### src/rtl/dphy_tcalc_pkg.sv
package dphy_tcalc_pkg;
    localparam int NFIELD   = 14;
    localparam int BW       = 8;

    localparam int IX_LPX      = 0;
    localparam int IX_HS_PREP  = 1;
    localparam int IX_HS_ZERO  = 2;
    localparam int IX_HS_TRAIL = 3;
    localparam int IX_TA_GO    = 4;
    localparam int IX_TA_SURE  = 5;
    localparam int IX_TA_GET   = 6;
    localparam int IX_HS_EXIT  = 7;
    localparam int IX_HS_SYNC  = 8;
    localparam int IX_CK_PREP  = 9;
    localparam int IX_CK_POST  = 10;
    localparam int IX_CK_TRAIL = 11;
    localparam int IX_CK_ZERO  = 12;
    localparam int IX_CK_EXIT  = 13;

    localparam int DIVISOR  = 8000;
    localparam int K_LPX    = 60;
    localparam int K_PREP   = 80;
    localparam int OFF_PREP = 4000;
    localparam int K_ZERO   = 170;
    localparam int OFF_ZERO = 10000;
    localparam int K_CLK    = 70;

    typedef enum logic [2:0] {
        ST_IDLE,
        ST_ISSUE,
        ST_WAIT,
        ST_PACK,
        ST_DONE
    } calc_state_e;
endpackage

### src/rtl/tcalc_divider.sv
module tcalc_divider #(
    parameter int DW   = 25,
    parameter int DIVR = 8000
) (
    input  logic          clk_i,
    input  logic          rst_ni,
    input  logic          go_i,
    input  logic [DW-1:0] num_i,
    output logic          vld_o,
    output logic [DW-1:0] quo_o
);
    localparam int VW = $clog2(DIVR + 1);
    localparam int CW = $clog2(DW + 1);
    localparam logic [VW:0] DIV_EXT = (VW+1)'(DIVR);

    logic [VW-1:0] rem_q;
    logic [DW-1:0] quo_q;
    logic [DW-1:0] num_q;
    logic [CW-1:0] cnt_q;
    logic          busy_q;
    logic          vld_q;
    logic [VW:0]   shifted;
    logic [VW:0]   trial;
    logic          fits;

    always_comb begin
        shifted = {rem_q, quo_q[DW-1]};
        fits    = (shifted >= DIV_EXT);
        trial   = shifted - DIV_EXT;
    end

    always_ff @(posedge clk_i or negedge rst_ni) begin
        if (!rst_ni) begin
            rem_q  <= '0;
            quo_q  <= '0;
            num_q  <= '0;
            cnt_q  <= '0;
            busy_q <= 1'b0;
            vld_q  <= 1'b0;
        end else begin
            vld_q <= 1'b0;
            if (go_i && !busy_q) begin
                rem_q  <= '0;
                quo_q  <= num_i;
                num_q  <= num_i;
                cnt_q  <= CW'(DW);
                busy_q <= 1'b1;
            end else if (busy_q) begin
                if (fits) begin
                    rem_q <= trial[VW-1:0];
                    quo_q <= {quo_q[DW-2:0], 1'b1};
                end else begin
                    rem_q <= shifted[VW-1:0];
                    quo_q <= {quo_q[DW-2:0], 1'b0};
                end
                cnt_q <= cnt_q - CW'(1);
                if (cnt_q == CW'(1)) begin
                    busy_q <= 1'b0;
                    vld_q  <= 1'b1;
                end
            end
        end
    end

    assign vld_o = vld_q;
    assign quo_o = quo_q;

    logic [2*DW-1:0] prod_w;
    logic [2*DW-1:0] numw_w;
    always_comb begin
        prod_w = (2*DW)'(quo_q) * (2*DW)'(DIVR);
        numw_w = (2*DW)'(num_q);
    end

    // a reported quotient is the exact floor of the captured dividend
    p_div_exact_r2: assert property (@(posedge clk_i) disable iff (!rst_ni)
        vld_q |-> ((prod_w <= numw_w) && ((numw_w - prod_w) < (2*DW)'(DIVR))));

    // partial remainder never reaches the divisor
    p_rem_bound_r2: assert property (@(posedge clk_i) disable iff (!rst_ni)
        busy_q |-> (rem_q < VW'(DIVR)));
endmodule

### src/rtl/tcalc_fields.sv
module tcalc_fields
    import dphy_tcalc_pkg::*;
#(
    parameter int DW = 25,
    parameter int FW = 16
) (
    input  logic [DW-1:0]        q_lpx_i,
    input  logic [DW-1:0]        q_prep_i,
    input  logic [DW-1:0]        q_zero_i,
    input  logic [DW-1:0]        q_clk_i,
    input  logic [NFIELD-1:0]    ovr_en_i,
    input  logic [NFIELD*FW-1:0] ovr_val_i,
    output logic [NFIELD*FW-1:0] fld_o
);
    logic [FW-1:0] raw [NFIELD];
    logic [FW-1:0] lpx, prep, ckp;

    always_comb begin
        lpx  = FW'(q_lpx_i + DW'(1));
        prep = FW'(q_prep_i);
        ckp  = FW'(q_clk_i);
        raw[IX_LPX]      = lpx;
        raw[IX_HS_PREP]  = prep;
        raw[IX_HS_ZERO]  = FW'(q_zero_i + DW'(1)) - prep;
        raw[IX_HS_TRAIL] = prep + FW'(1);
        raw[IX_TA_GO]    = (lpx << 2) - FW'(2);
        raw[IX_TA_SURE]  = lpx + FW'(2);
        raw[IX_TA_GET]   = lpx << 2;
        raw[IX_HS_EXIT]  = (lpx << 1) + FW'(1);
        raw[IX_HS_SYNC]  = FW'(1);
        raw[IX_CK_PREP]  = ckp;
        raw[IX_CK_POST]  = ckp + FW'(8);
        raw[IX_CK_TRAIL] = ckp;
        raw[IX_CK_ZERO]  = ckp << 2;
        raw[IX_CK_EXIT]  = ckp << 1;
    end

    for (genvar g = 0; g < NFIELD; g++) begin : g_ovr
        assign fld_o[g*FW +: FW] = ovr_en_i[g] ? ovr_val_i[g*FW +: FW] : raw[g];
    end
endmodule

### src/rtl/tcalc_pack.sv
module tcalc_pack
    import dphy_tcalc_pkg::*;
(
    input  logic [NFIELD*BW-1:0] byte_i,
    output logic [31:0]          word0_o,
    output logic [31:0]          word1_o,
    output logic [31:0]          word2_o,
    output logic [31:0]          word3_o
);
    function automatic logic [BW-1:0] fb(input logic [NFIELD*BW-1:0] v, input int ix);
        return v[ix*BW +: BW];
    endfunction

    always_comb begin
        word0_o = {fb(byte_i, IX_HS_TRAIL), fb(byte_i, IX_HS_ZERO),
                   fb(byte_i, IX_HS_PREP),  fb(byte_i, IX_LPX)};
        word1_o = {fb(byte_i, IX_HS_EXIT),  fb(byte_i, IX_TA_GET),
                   fb(byte_i, IX_TA_SURE),  fb(byte_i, IX_TA_GO)};
        word2_o = {fb(byte_i, IX_CK_TRAIL), fb(byte_i, IX_CK_ZERO),
                   fb(byte_i, IX_HS_SYNC),  8'h00};
        word3_o = {8'h00,                   fb(byte_i, IX_CK_EXIT),
                   fb(byte_i, IX_CK_POST),  fb(byte_i, IX_CK_PREP)};
    end
endmodule

### src/rtl/dphy_timing_calc.sv
module dphy_timing_calc
    import dphy_tcalc_pkg::*;
#(
    parameter int RW = 16,
    parameter int FW = 16
) (
    input  logic                 clk_i,
    input  logic                 rst_ni,
    input  logic                 start_i,
    input  logic [RW-1:0]        rate_i,
    input  logic [NFIELD-1:0]    ovr_en_i,
    input  logic [NFIELD*FW-1:0] ovr_val_i,
    output logic [NFIELD*FW-1:0] field_o,
    output logic [31:0]          word0_o,
    output logic [31:0]          word1_o,
    output logic [31:0]          word2_o,
    output logic [31:0]          word3_o,
    output logic                 done_o
);
    localparam int DW = RW + 9;
    localparam int NQ = 4;
    localparam int IW = $clog2(NQ);

    calc_state_e     state_q, state_d;
    logic [RW-1:0]   rate_q;
    logic [IW-1:0]   idx_q;
    logic [DW-1:0]   quo_q [NQ];
    logic [NFIELD*FW-1:0] fld_q;
    logic [NFIELD*FW-1:0] fld_new;
    logic [NFIELD*BW-1:0] fld_bytes;
    logic [DW-1:0]   numer;
    logic            div_go;
    logic            div_vld;
    logic [DW-1:0]   div_quo;

    // state register
    always_ff @(posedge clk_i or negedge rst_ni) begin
        if (!rst_ni) state_q <= ST_IDLE;
        else         state_q <= state_d;
    end

    // next state
    always_comb begin
        state_d = state_q;
        unique case (state_q)
            ST_IDLE:  if (start_i) state_d = ST_ISSUE;
            ST_ISSUE: state_d = ST_WAIT;
            ST_WAIT:  if (div_vld) state_d = (idx_q == IW'(NQ-1)) ? ST_PACK : ST_ISSUE;
            ST_PACK:  state_d = ST_DONE;
            ST_DONE:  state_d = ST_IDLE;
            default:  state_d = ST_IDLE;
        endcase
    end

    // outputs of the state machine
    always_comb begin
        div_go = 1'b0;
        done_o = 1'b0;
        unique case (state_q)
            ST_ISSUE: div_go = 1'b1;
            ST_DONE:  done_o = 1'b1;
            default:  ;
        endcase
    end

    // numerator selection
    always_comb begin
        unique case (idx_q)
            2'd0:    numer = DW'(rate_q) * DW'(K_LPX);
            2'd1:    numer = DW'(rate_q) * DW'(K_PREP) + DW'(OFF_PREP);
            2'd2:    numer = DW'(rate_q) * DW'(K_ZERO) + DW'(OFF_ZERO);
            default: numer = DW'(rate_q) * DW'(K_CLK);
        endcase
    end

    // datapath registers
    always_ff @(posedge clk_i or negedge rst_ni) begin
        if (!rst_ni) begin
            rate_q <= '0;
            idx_q  <= '0;
            fld_q  <= '0;
            for (int i = 0; i < NQ; i++) quo_q[i] <= '0;
        end else begin
            if (state_q == ST_IDLE && start_i) begin
                rate_q <= rate_i;
                idx_q  <= '0;
            end
            if (state_q == ST_WAIT && div_vld) begin
                quo_q[idx_q] <= div_quo;
                idx_q        <= idx_q + IW'(1);
            end
            if (state_q == ST_PACK) fld_q <= fld_new;
        end
    end

    tcalc_divider #(.DW(DW), .DIVR(DIVISOR)) u_div (
        .clk_i  (clk_i),
        .rst_ni (rst_ni),
        .go_i   (div_go),
        .num_i  (numer),
        .vld_o  (div_vld),
        .quo_o  (div_quo)
    );

    tcalc_fields #(.DW(DW), .FW(FW)) u_fields (
        .q_lpx_i   (quo_q[0]),
        .q_prep_i  (quo_q[1]),
        .q_zero_i  (quo_q[2]),
        .q_clk_i   (quo_q[3]),
        .ovr_en_i  (ovr_en_i),
        .ovr_val_i (ovr_val_i),
        .fld_o     (fld_new)
    );

    for (genvar g = 0; g < NFIELD; g++) begin : g_bytes
        assign fld_bytes[g*BW +: BW] = fld_q[g*FW +: BW];
    end

    tcalc_pack u_pack (
        .byte_i  (fld_bytes),
        .word0_o (word0_o),
        .word1_o (word1_o),
        .word2_o (word2_o),
        .word3_o (word3_o)
    );

    assign field_o = fld_q;

    // done lasts one cycle
    p_done_single_r10: assert property (@(posedge clk_i) disable iff (!rst_ni)
        done_o |=> !done_o);

    // results change only on the packing edge
    p_fields_hold_r10: assert property (@(posedge clk_i) disable iff (!rst_ni)
        (state_q != ST_PACK) |=> $stable(field_o));

    // the captured rate is left alone while a run is in progress
    p_rate_hold_r11: assert property (@(posedge clk_i) disable iff (!rst_ni)
        (state_q != ST_IDLE) |=> $stable(rate_q));

    // a quotient only arrives while waiting for it
    p_vld_in_wait_r11: assert property (@(posedge clk_i) disable iff (!rst_ni)
        div_vld |-> (state_q == ST_WAIT));
endmodule

### config.mk
export PLATFORM = sky130hd
export DESIGN_NAME = dphy_timing_calc
export DESIGN_NICKNAME = d
export VERILOG_FILES = /design/src/rtl/dphy_tcalc_pkg.sv /design/src/rtl/tcalc_divider.sv /design/src/rtl/tcalc_fields.sv /design/src/rtl/tcalc_pack.sv /design/src/rtl/dphy_timing_calc.sv
export SDC_FILE = /design/constraint.sdc
export NUM_CORES = 1
export LEC_CHECK = 0
export BUFFER_PORTS_ARGS = -buffer_cell sky130_fd_sc_hd__buf_2
export CORE_MARGIN = 3
export CORE_UTILIZATION = 41
export DETAILED_ROUTE_END_ITERATION = 8
export GPL_TIMING_DRIVEN = 0
export PLACE_DENSITY = 0.64
export SYNTH_ARGS = -nofsm -noshare
export SYNTH_HDL_FRONTEND = slang
export SYNTH_SLANG_ARGS = --single-unit
### constraint.sdc
create_clock -name clk_i -period 5.8 [get_ports clk_i]
set_input_delay 1.16 -clock clk_i [delete_from_list [all_inputs] [get_ports clk_i]]
set_output_delay 1.16 -clock clk_i [all_outputs]
set_load 0.01 [all_outputs]
==> impl_metrics.csv, run 1 <==
group,metric,value,unit
outcome,outcome,"finished, final reports clean",
logic_synthesis,ys_ff_latch,354,
layout,fin_cells,4336,
setup_path,critPathTopFamily,"compound AO/OA/AOI/OAI gates",
setup_path,max_stage_delay,0.56,ns
global_routing,grt_pass1_vias,22300,
layout,area_growth,22.3,%
setup_path,cpMaxStageDelayCell,"o311ai_1",
logic_synthesis,synth_edf_count,0,
global_routing,grt-ovfl-total,0,
layout,nets,4010,
clocking,clkLatencyLatePin,0.57,ns
setup_path,r2r_start,"rate_q[0]$_DFFE_PN0P_",
global_routing,grt_pass1_wl,144000,um
logic_synthesis,synth_top_family_by_area,"compound AO/OA/AOI/OAI gates",
setup_path,start_kind,"flip-flop",
logic_synthesis,ys_top_cells_by_area,"dfrtp_1 35%, ha_1 9.2%, o21ai_0 6.2%",
setup_path,reg2regPathDepth,18,
setup_path,cp-end-kind,"flip-flop",
logic_synthesis,syn_area_per_cell,8.81,um2
clocking,hold_buffers,0,
clocking,cts_root_buffer,"clkbuf_16",
timing,fin_skew,0.0176,ns
hold_path,hp-class,"flip-flop to flip-flop",
setup_path,crit_buf_inv,2,
setup_path,startpoint,"rate_q[0]$_DFFE_PN0P_",
placed_design,routabilityCongestion,0.939,
drt,wirelength,99500,um
floorplan,ioPinCount,610,
clocking,path_clk_slew,0.07,ns
floorplan,fp-row-count,90,
global_routing,grt_start_max_net_pins,109,
drt,via_per_inst,5.44,
logic_synthesis,syn-cell-area,25100,um2
logic_synthesis,synth_largest_area_cell,"dfrtp_1",
drt,drt-initial-drc-count,2049,
hold_path,hp-start,"field_o[142]$_DFFE_PN0P_",
logic_synthesis,synth_ff_type,"dfrtp_1",
floorplan,initial_core_util,41.5,%
logic_synthesis,synthMuxAreaShare,6.12,%
clocking,cts_tree,"yes",
clocking,clockBufferDepth,3,
placed_design,hpwl,77900,um
timing,period_share,95.9,%
layout,fill_cells,5931,
flow_run,max_cap_viol_count,0,
logic_synthesis,synthXorXnorAreaFrac,5.22,%
timing,worstMarginPinSlew,1.31,ns
logic_synthesis,synthAdderAreaFrac,14.3,%
timing,period_minus_slack,5.56,ns
clocking,clock-sinks,354,
logic_synthesis,synth_cell_types,80,
setup_path,crit_cells,18,
drt,drc_errors,0,
floorplan,die_h,254,um
placed_design,port_buffers,581,
setup_path,crit_path_cell_trace,"ha_1, xor2_4, ha_1, or2_2, ha_1, inv_1, fa_1, inv_1, ha_1, a21o_1, a21oi_1, o22ai_2, a221o_1, o311ai_1, nand4_1, xnor2_1, a2bb2oi_1, o21ai_1",
drt,wire_per_inst,23.0,um
logic_synthesis,synth_top_area_share,35.3,%
placed_design,dpl.cell_count,4235,
setup_path,crit_top_cell,"ha_1",
global_routing,antenna_found_initial,26,
setup_path,worstPathArrival,6.00,ns
timing,finalHoldViolations,0,
clocking,cts_max_level,2,
global_routing,track_usage,30.0,%
logic_synthesis,async_flop_share,100,%
floorplan,coreArea,60500,um2
setup_path,required,6.24,ns
timing,max_freq,0.180,GHz
floorplan,die_w,254,um
logic_synthesis,yosys_warnings,0,
timing,slew-limit-headroom,12.5,%
drt,ant_nets,0,
logic_synthesis,ys_seq_area_share,35.3,%
hold_path,holdPathStages,2,
timing,setup_viol,0,
logic_synthesis,synth_cells,2852,
drt,via_count,23600,
layout,drive_gt1_share,24.5,%
setup_path,critPathKind,"flip-flop to flip-flop",
floorplan,die_area,64300,um2
drt,dr.pass1.iters,6,
setup_path,cp_max_fo,9,
timing,drv_slew,0,
logic_synthesis,synth-compound-area-share,16.2,%
clocking,cts_buffers,41,
logic_synthesis,yosys.area_share.simple,14.0,%
[cell families after synthesis]
kind of cell    after synthesis
compound gates              695
buf+inv                     461
simple gates                795
other cells                   1
flops                       354
xor+xnor                    149
fa+ha+maj                   249
mux                         148
[Yosys cell counts, types with 7 or more instances]
cell type and count:
mux2_2 45, xor2_1 59, ha_1 184, and2_1 14
nand2b_1 14, nor3b_1 7, nor2b_1 8, clkbuf_1 122
and3_1 24, nand3_1 65, mux2i_1 103, nor3_1 35
inv_1 190, buf_4 129, o221ai_1 9, or3_1 18
dfrtp_1 354, a211oi_1 20, o21a_1 19, o21ai_1 10
a21oi_1 189, or2_2 7, nand2_1 396, fa_1 65
a21o_1 24, nor2_1 159, nand4_1 18, a31oi_1 19
o21ai_0 313, xnor2_1 89, buf_1 17, o211ai_1 12
[cell type report]
type	instances	area [um2]	area share, %
antenna	24	60.1	0.195
buffer	270	1500	4.88
clock buffer	58	1190	3.88
clock inverter	11	156	0.509
inverter	191	717	2.33
multi-input combinational	2052	14200	46.2
sequential	354	8870	28.9
tap	782	978	3.18
timing repair buffer	594	3080	10.0
[timing repair]
item                       CTS  global route
resized for setup            9            10
setup endpoints to repair   11            10
pin swaps                    1             1
buffers inserted             0             8
[state kept, by name, indices dropped and copies added (netlist names)]
name	cells
field_o	224
idx_q	2
quo_q	64
rate_q	16
state_q	3
u_div.busy_q	1
u_div.cnt_q	5
u_div.quo_o	25
u_div.rem_q	13
u_div.vld_o	1
[per-stage QoR]
step	hold slack, ns	instance area [um2]	util (%)	setup slack (ns)	TNS [ns]
3_5_place_dp	0.451	29200	48.3	-0.623	-2.39
6_report	0.459	30700	50.8	0.240	0
4_1_cts	0.464	30600	50.5	0.0164	0
2_1_floorplan	0.450	25200	-	0.536	0
5_1_grt	0.483	30700	50.8	-0.00989	-0.00989
3_3_place_gp	0.447	29100	48.1	-3.87	-1350.72
[cells in the final DEF (no fill, tap or decap), types with 19 or more instances in the layout]
cell type and n:
a21o_1 24, a21oi_1 189, and3_1 24, buf_2 582
buf_4 139, clkbuf_1 130, clkbuf_16 42, dfrtp_1 347
diode_2 24, fa_1 65, ha_1 183, inv_1 190
mux2_2 45, mux2i_1 103, nand2_1 396, nand3_1 65
nor2_1 159, nor3_1 34, o21a_1 19, o21ai_0 313
xnor2_1 88, xor2_1 57
[worst paths after layout]
| path | slack [ns] | to |
|---|---|---|
| setup / recovery | 0.24 | u_div.quo_o[22]$_DFFE_PN0P_ |
| hold / removal | 0.46 | field_o[142]$_DFFE_PN0P_ |
| setup reg to reg | 0.24 | u_div.quo_o[22]$_DFFE_PN0P_ |
| hold reg to reg | 0.46 | field_o[142]$_DFFE_PN0P_ |
| max in group asynchronous | 3.73 | field_o[120]$_DFFE_PN0P_ |
| min in group asynchronous | 0.53 | rate_q[10]$_DFFE_PN0P_ |
[routing by layer]
metal / part of all wire, % / GRT usage [%] / vias to the layer above
met5: 0.045 / 0 / -
met4: 5.3 / 15.3 / 6
met3: 10 / 9.91 / 199
met2: 44 / 46.0 / 923
met1: 40 / 37.8 / 11500
li1: - / - / 11000
[tightest hold or removal path, cell delays in order (launching register included)]
cell and delay [ns]:
dfrtp_1 0.33, nand2_1 0.05, nand2_1 0.05
Power of run 1 is left out: the tool's default activity adds up to more than one toggle a clock period on the data nets, which glitch-free logic cannot reach.
==> inputs of run 2 (changes only) <==
CORE_AREA = 2 2 237 239   (was default)
CORE_MARGIN = default   (was 3)
CORE_UTILIZATION = default   (was 41)
DIE_AREA = 0 0 239 241   (was default)
PLACE_DENSITY = 0.7   (was 0.64)
==> run 2 against run 1 <==
First-iteration DRC count increased by 0.78%. Core utilization increased by 5.1 points. Sequential share of layout area increased by 0.057 points. Design area decreased by 0.15%. Hold slack improved by 0.0042 ns. Highest routed layer unchanged. Die area decreased by 10%. Count of clock-buffer cells in the layout unchanged.
==> impl_metrics.csv, run 2 (same netlist as run 1, synthesis figures left out) <==
group,metric,value,unit
setup_path,crit_buf_inv,2,
timing,drv_slew,0,
setup_path,crit_path_cell_trace,"ha_2, xor2_4, ha_1, ha_1, inv_1, fa_1, inv_1, ha_1, or2_2, a21o_1, a31oi_1, o21ai_1, xnor2_1, a211oi_4, nand3_1, xnor2_1, a211o_1, a221o_1",
clocking,cts_tree,"yes",
setup_path,cpMaxStageDelayCell,"fa_1",
setup_path,cp-end-kind,"flip-flop",
timing,rsz0062_at_grt,"true",
timing,fin_skew,0.0349,ns
setup_path,reg2regPathDepth,18,
floorplan,die_h,241,um
drt,drc_errors,0,
layout,area_growth,22.1,%
timing,finalHoldViolations,0,
layout,fill_cells,5136,
global_routing,use_met1,42.2,%
layout,drive_gt1_share,24.7,%
drt,dr.pass1.iters,5,
floorplan,die_area,57600,um2
outcome,outcome,"finished, final reports clean",
flow_run,max_cap_viol_count,0,
clocking,clockBufferDepth,3,
setup_path,r2r-end,"u_div.quo_o[21]$_DFFE_PN0P_",
clocking,clkLatencyLatePin,0.60,ns
layout,utilization,55.9,%
setup_path,required,6.25,ns
clocking,cts_root_buffer,"clkbuf_16",
setup_path,critPathTopFamily,"adder cells",
setup_path,start_kind,"flip-flop",
global_routing,busiest_layer,"met2",
floorplan,ioPinCount,610,
layout,mostFrequentLayoutCells,"582 x buf_2, 396 x nand2_1, 344 x dfrtp_1",
drt,via_count,23900,
layout,largest_register_ffs,224,
setup_path,rrSetupSlack,0.21,ns
timing,period_share,96.4,%
drt,drt-initial-drc-count,2065,
placed_design,port_buffers,581,
setup_path,worstPathArrival,6.04,ns
timing,worstMarginPinSlew,1.26,ns
setup_path,critical_path.endpoint,"u_div.quo_o[21]$_DFFE_PN0P_",
drt,wirelength,97500,um
timing,period_minus_slack,5.59,ns
setup_path,critPathKind,"flip-flop to flip-flop",
clocking,cts_buffers,41,
placed_design,routabilityCongestion,0.991,
clocking,hold_buffers,0,
clocking,cts_max_level,2,
drt,via_per_inst,5.60,
global_routing,grt_pass1_vias,22200,
setup_path,startpoint,"rate_q[3]$_DFFE_PN0P_",
setup_path,cp_max_fo,7,
clocking,clock-sinks,354,
layout,layout_commonest_cell,"buf_2",
global_routing,track_usage,32.6,%
global_routing,grt_start_max_net_pins,101,
layout,fin_cells,4266,
setup_path,max_stage_delay,0.50,ns
floorplan,initial_core_util,45.8,%
global_routing,grt_pass1_wl,140000,um
drt,ant_nets,0,
setup_path,r2r_start,"rate_q[3]$_DFFE_PN0P_",
timing,slew-limit-headroom,16.0,%
clocking,path_clk_slew,0.06,ns
floorplan,die_w,239,um
setup_path,crit_cells,18,
timing,setup_viol,0,
floorplan,coreArea,54900,um2
global_routing,use_met2,51.4,%
global_routing,antenna_found_initial,23,
setup_path,crit_top_cell,"ha_1",
hold_path,hp-class,"flip-flop to flip-flop",
drt,wire_per_inst,22.8,um
floorplan,fp-row-count,86,
global_routing,gr-usage-met3,9.09,%
global_routing,grt-ovfl-total,0,
layout,register_area,8870,um2
timing,max_freq,0.179,GHz
layout,multi_input_area,14200,um2
placed_design,dpl.cell_count,4157,
layout,nets,4017,
placed_design,hpwl,77800,um
==> run 2: metal layers <==
| layer | up-vias | wire [um] |
|---|---|---|
| li1 | 11000 | - |
| met1 | 11600 | 39200 |
| met2 | 1041 | 43800 |
| met3 | 208 | 10000 |
| met4 | 8 | 4460 |
| met5 | - | 43 |
==> run 2: worst register-to-register path, stage by stage, from the launching register on <==
cell and delay (ns):
dfrtp_2 0.46, ha_2 0.45, xor2_4 0.27, ha_1 0.30
ha_1 0.39, inv_1 0.08, fa_1 0.50, inv_1 0.04
ha_1 0.34, or2_2 0.32, a21o_1 0.25, a31oi_1 0.37
o21ai_1 0.14, xnor2_1 0.24, a211oi_4 0.30, nand3_1 0.13
xnor2_1 0.18, a211o_1 0.36, a221o_1 0.31
==> run 2: through the flow <==
step | cell area, um2 | setup slack, ns | setup TNS, ns | hold WS (ns)
CTS | 30500 | 0.0318 | 0 | 0.463
detailed placement | 29100 | -0.500 | -1.66 | 0.451
global placement | 29000 | -3.65 | -1274.13 | 0.446
global route | 30700 | -0.0681 | -0.125 | 0.481
finish | 30700 | 0.211 | 0 | 0.464
floorplan | 25200 | 0.536 | 0 | 0.450
==> run 2: worst min-delay path by stage <==
| stage | startpoint | to | slack (ns) | cells past startpoint |
|---|---|---|---|---|
| 2_1_floorplan | u_div.cnt_q[4]$_DFFE_PN0P_ | u_div.vld_o$_DFF_PN0_ | 0.45 | 1 |
| 3_3_place_gp | field_o[138]$_DFFE_PN0P_ | field_o[138]$_DFFE_PN0P_ | 0.45 | 2 |
| 3_5_place_dp | field_o[139]$_DFFE_PN0P_ | field_o[139]$_DFFE_PN0P_ | 0.45 | 2 |
| 4_1_cts | field_o[139]$_DFFE_PN0P_ | field_o[139]$_DFFE_PN0P_ | 0.46 | 2 |
| 5_1_grt | field_o[139]$_DFFE_PN0P_ | field_o[139]$_DFFE_PN0P_ | 0.48 | 2 |
| 6_report | field_o[139]$_DFFE_PN0P_ | field_o[139]$_DFFE_PN0P_ | 0.46 | 2 |
==> run 2: what timing repair did <==
item,in CTS,in global routing
pin swaps,0,2
resized for setup,8,14
setup endpoints to repair,10,7
buffers inserted,0,15
==> run 2: cell type report <==
| cell class | instances | area share [%] |
|---|---|---|
| diodes | 22 | 0.179 |
| plain buffers | 270 | 4.89 |
| clock buffers | 58 | 3.85 |
| clock inverters | 14 | 0.526 |
| inverters | 191 | 2.34 |
| multi-input cells | 2052 | 46.2 |
| flip-flops and latches | 354 | 28.9 |
| well taps | 704 | 2.87 |
| repair buffers | 601 | 10.2 |
Power of run 2 is left out for the same reason.
==> inputs of run 3 (changes only) <==
RECOVER_POWER = 100   (was default)
==> run 3 against run 2 <==
The run now ends with capacitance limit, slew limit left. Via count shrank 0.54%. Highest routed layer unchanged. Critical path depth is the same. Register-to-register slack lost 0.02 ns. Non-clock buffer count is the same. Setup slack lost 0.024 ns. Flip-flop and latch count is the same. Global-route usage is the same. Hold slack gained 0.0048 ns.
==> impl_metrics.csv, run 3 (same netlist as run 1, synthesis figures left out) <==
group,metric,value,unit
setup_path,required,6.25,ns
drt,dr.pass1.iters,5,
drt,drt-initial-drc-count,2003,
layout,area_growth,20.0,%
drt,via_per_inst,5.57,
timing,period_share,96.8,%
flow_run,max_cap_viol_count,3,
clocking,cts_tree,"yes",
outcome,violations,"capacitance limit, slew limit",
outcome,outcome,"finished with violations",
placed_design,dpl.cell_count,4157,
global_routing,grt_pass1_vias,22200,
layout,layout_commonest_cell,"clkbuf_1",
setup_path,cp_max_fo,7,
timing,fin_skew,0.0308,ns
floorplan,fp-row-count,86,
timing,finalHoldViolations,0,
setup_path,worstPathArrival,6.06,ns
global_routing,busiest_layer,"met2",
layout,mostFrequentLayoutCells,"446 x clkbuf_1, 396 x nand2_1, 344 x dfrtp_1",
placed_design,routabilityCongestion,0.991,
setup_path,r2r-end,"u_div.quo_o[21]$_DFFE_PN0P_",
floorplan,initial_core_util,45.8,%
hold_path,hp-start,"field_o[138]$_DFFE_PN0P_",
clocking,path_clk_slew,0.06,ns
timing,period_minus_slack,5.61,ns
setup_path,r2r_start,"rate_q[1]$_DFFE_PN0P_",
timing,setup_viol,0,
clocking,clock-sinks,354,
layout,multi_input_area,14200,um2
drt,drc_errors,0,
drt,wire_per_inst,22.9,um
timing,max_freq,0.178,GHz
hold_path,hp-class,"flip-flop to flip-flop",
timing,worstMarginPinSlew,2.55,ns
floorplan,ioPinCount,610,
setup_path,start_kind,"flip-flop",
clocking,clockBufferDepth,3,
setup_path,critical_path.endpoint,"u_div.quo_o[21]$_DFFE_PN0P_",
floorplan,coreArea,54900,um2
global_routing,grt_start_max_net_pins,101,
layout,fill_cells,5319,
layout,nets,4017,
clocking,cts_root_buffer,"clkbuf_16",
timing,tns,0,ns
floorplan,die_h,241,um
clocking,cts_buffers,41,
drt,wirelength,97500,um
setup_path,cp-end-kind,"flip-flop",
global_routing,use_met2,51.4,%
timing,drv_slew,275,
timing,rsz0062_at_grt,"true",
global_routing,grt-ovfl-total,0,
global_routing,antenna_found_initial,24,
hold_path,holdPathStages,2,
layout,largest_register_ffs,224,
global_routing,gr-usage-met3,9.09,%
placed_design,port_buffers,581,
timing,slew-limit-headroom,-69.9,%
clocking,cts_max_level,2,
global_routing,track_usage,32.6,%
floorplan,die_w,239,um
global_routing,grt_pass1_wl,140000,um
setup_path,startpoint,"rate_q[1]$_DFFE_PN0P_",
clocking,clkLatencyLatePin,0.59,ns
setup_path,critPathKind,"flip-flop to flip-flop",
layout,fin_cells,4262,
floorplan,die_area,57600,um2
global_routing,use_met1,42.2,%
drt,via_count,23800,
setup_path,rrSetupSlack,0.19,ns
drt,ant_nets,0,
setup_path,reg2regPathDepth,18,
placed_design,hpwl,77800,um
layout,drive_gt1_share,16.0,%
layout,register_area,8870,um2
-- run 3: worst max-delay path, stage by stage (launching register included) --
cell and delay (ns):
dfrtp_2 0.47, ha_2 0.44, xor2_4 0.26, ha_1 0.30, ha_1 0.40, inv_1 0.08
fa_1 0.50, inv_1 0.04, ha_1 0.34, or2_2 0.32, a21o_1 0.25, a31oi_1 0.38
o21ai_1 0.15, xnor2_1 0.25, a211oi_4 0.30, nand3_1 0.13, xnor2_1 0.18, a211o_1 0.36
a221o_1 0.31
-- run 3: per-stage QoR --
step                setup WS (ns)  instance area [um2]  util [%]  hold slack [ns]
floorplan                   0.536                25200         -            0.450
global placement            -3.65                29000      52.8            0.446
detailed placement         -0.500                29100      53.0            0.451
CTS                        0.0318                30500      55.5            0.463
global route              -0.0681                30100      54.9            0.486
finish                      0.186                30100      54.9            0.468
-- run 3: worst min path at each step --
stage / endpoint / slack, ns
after global routing: field_o[139]$_DFFE_PN0P_ / 0.49
after global placement: field_o[138]$_DFFE_PN0P_ / 0.45
after floorplan: u_div.vld_o$_DFF_PN0_ / 0.45
final: field_o[138]$_DFFE_PN0P_ / 0.47
after detailed placement: field_o[139]$_DFFE_PN0P_ / 0.45
after CTS: field_o[139]$_DFFE_PN0P_ / 0.46
-- run 3: timing repair --
action / CTS / global route
pin swaps: 0 / 2
resized for setup: 8 / 14
gates cloned: 0 / 0
hold buffers: 0 / 0
buffers inserted: 0 / 15
setup endpoints to repair: 10 / 7
-- run 3: metal layers --
layer | routed length [um] | part of all wire [%]
met3 | 9380 | 9.6
met4 | 4370 | 4.5
met1 | 40000 | 41
met5 | 36 | 0.037
met2 | 43800 | 45
-- run 3: final cells by class --
cell class / count / area share [%]
multi-input cells: 2052 / 47.0
flip-flops and latches: 354 / 29.4
repair buffers: 601 / 9.03
plain buffers: 270 / 4.59
clock buffers: 58 / 3.92
well taps: 704 / 2.92
inverters: 191 / 2.38
clock inverters: 14 / 0.535
diodes: 18 / 0.149
Power of run 3 is left out for the same reason.
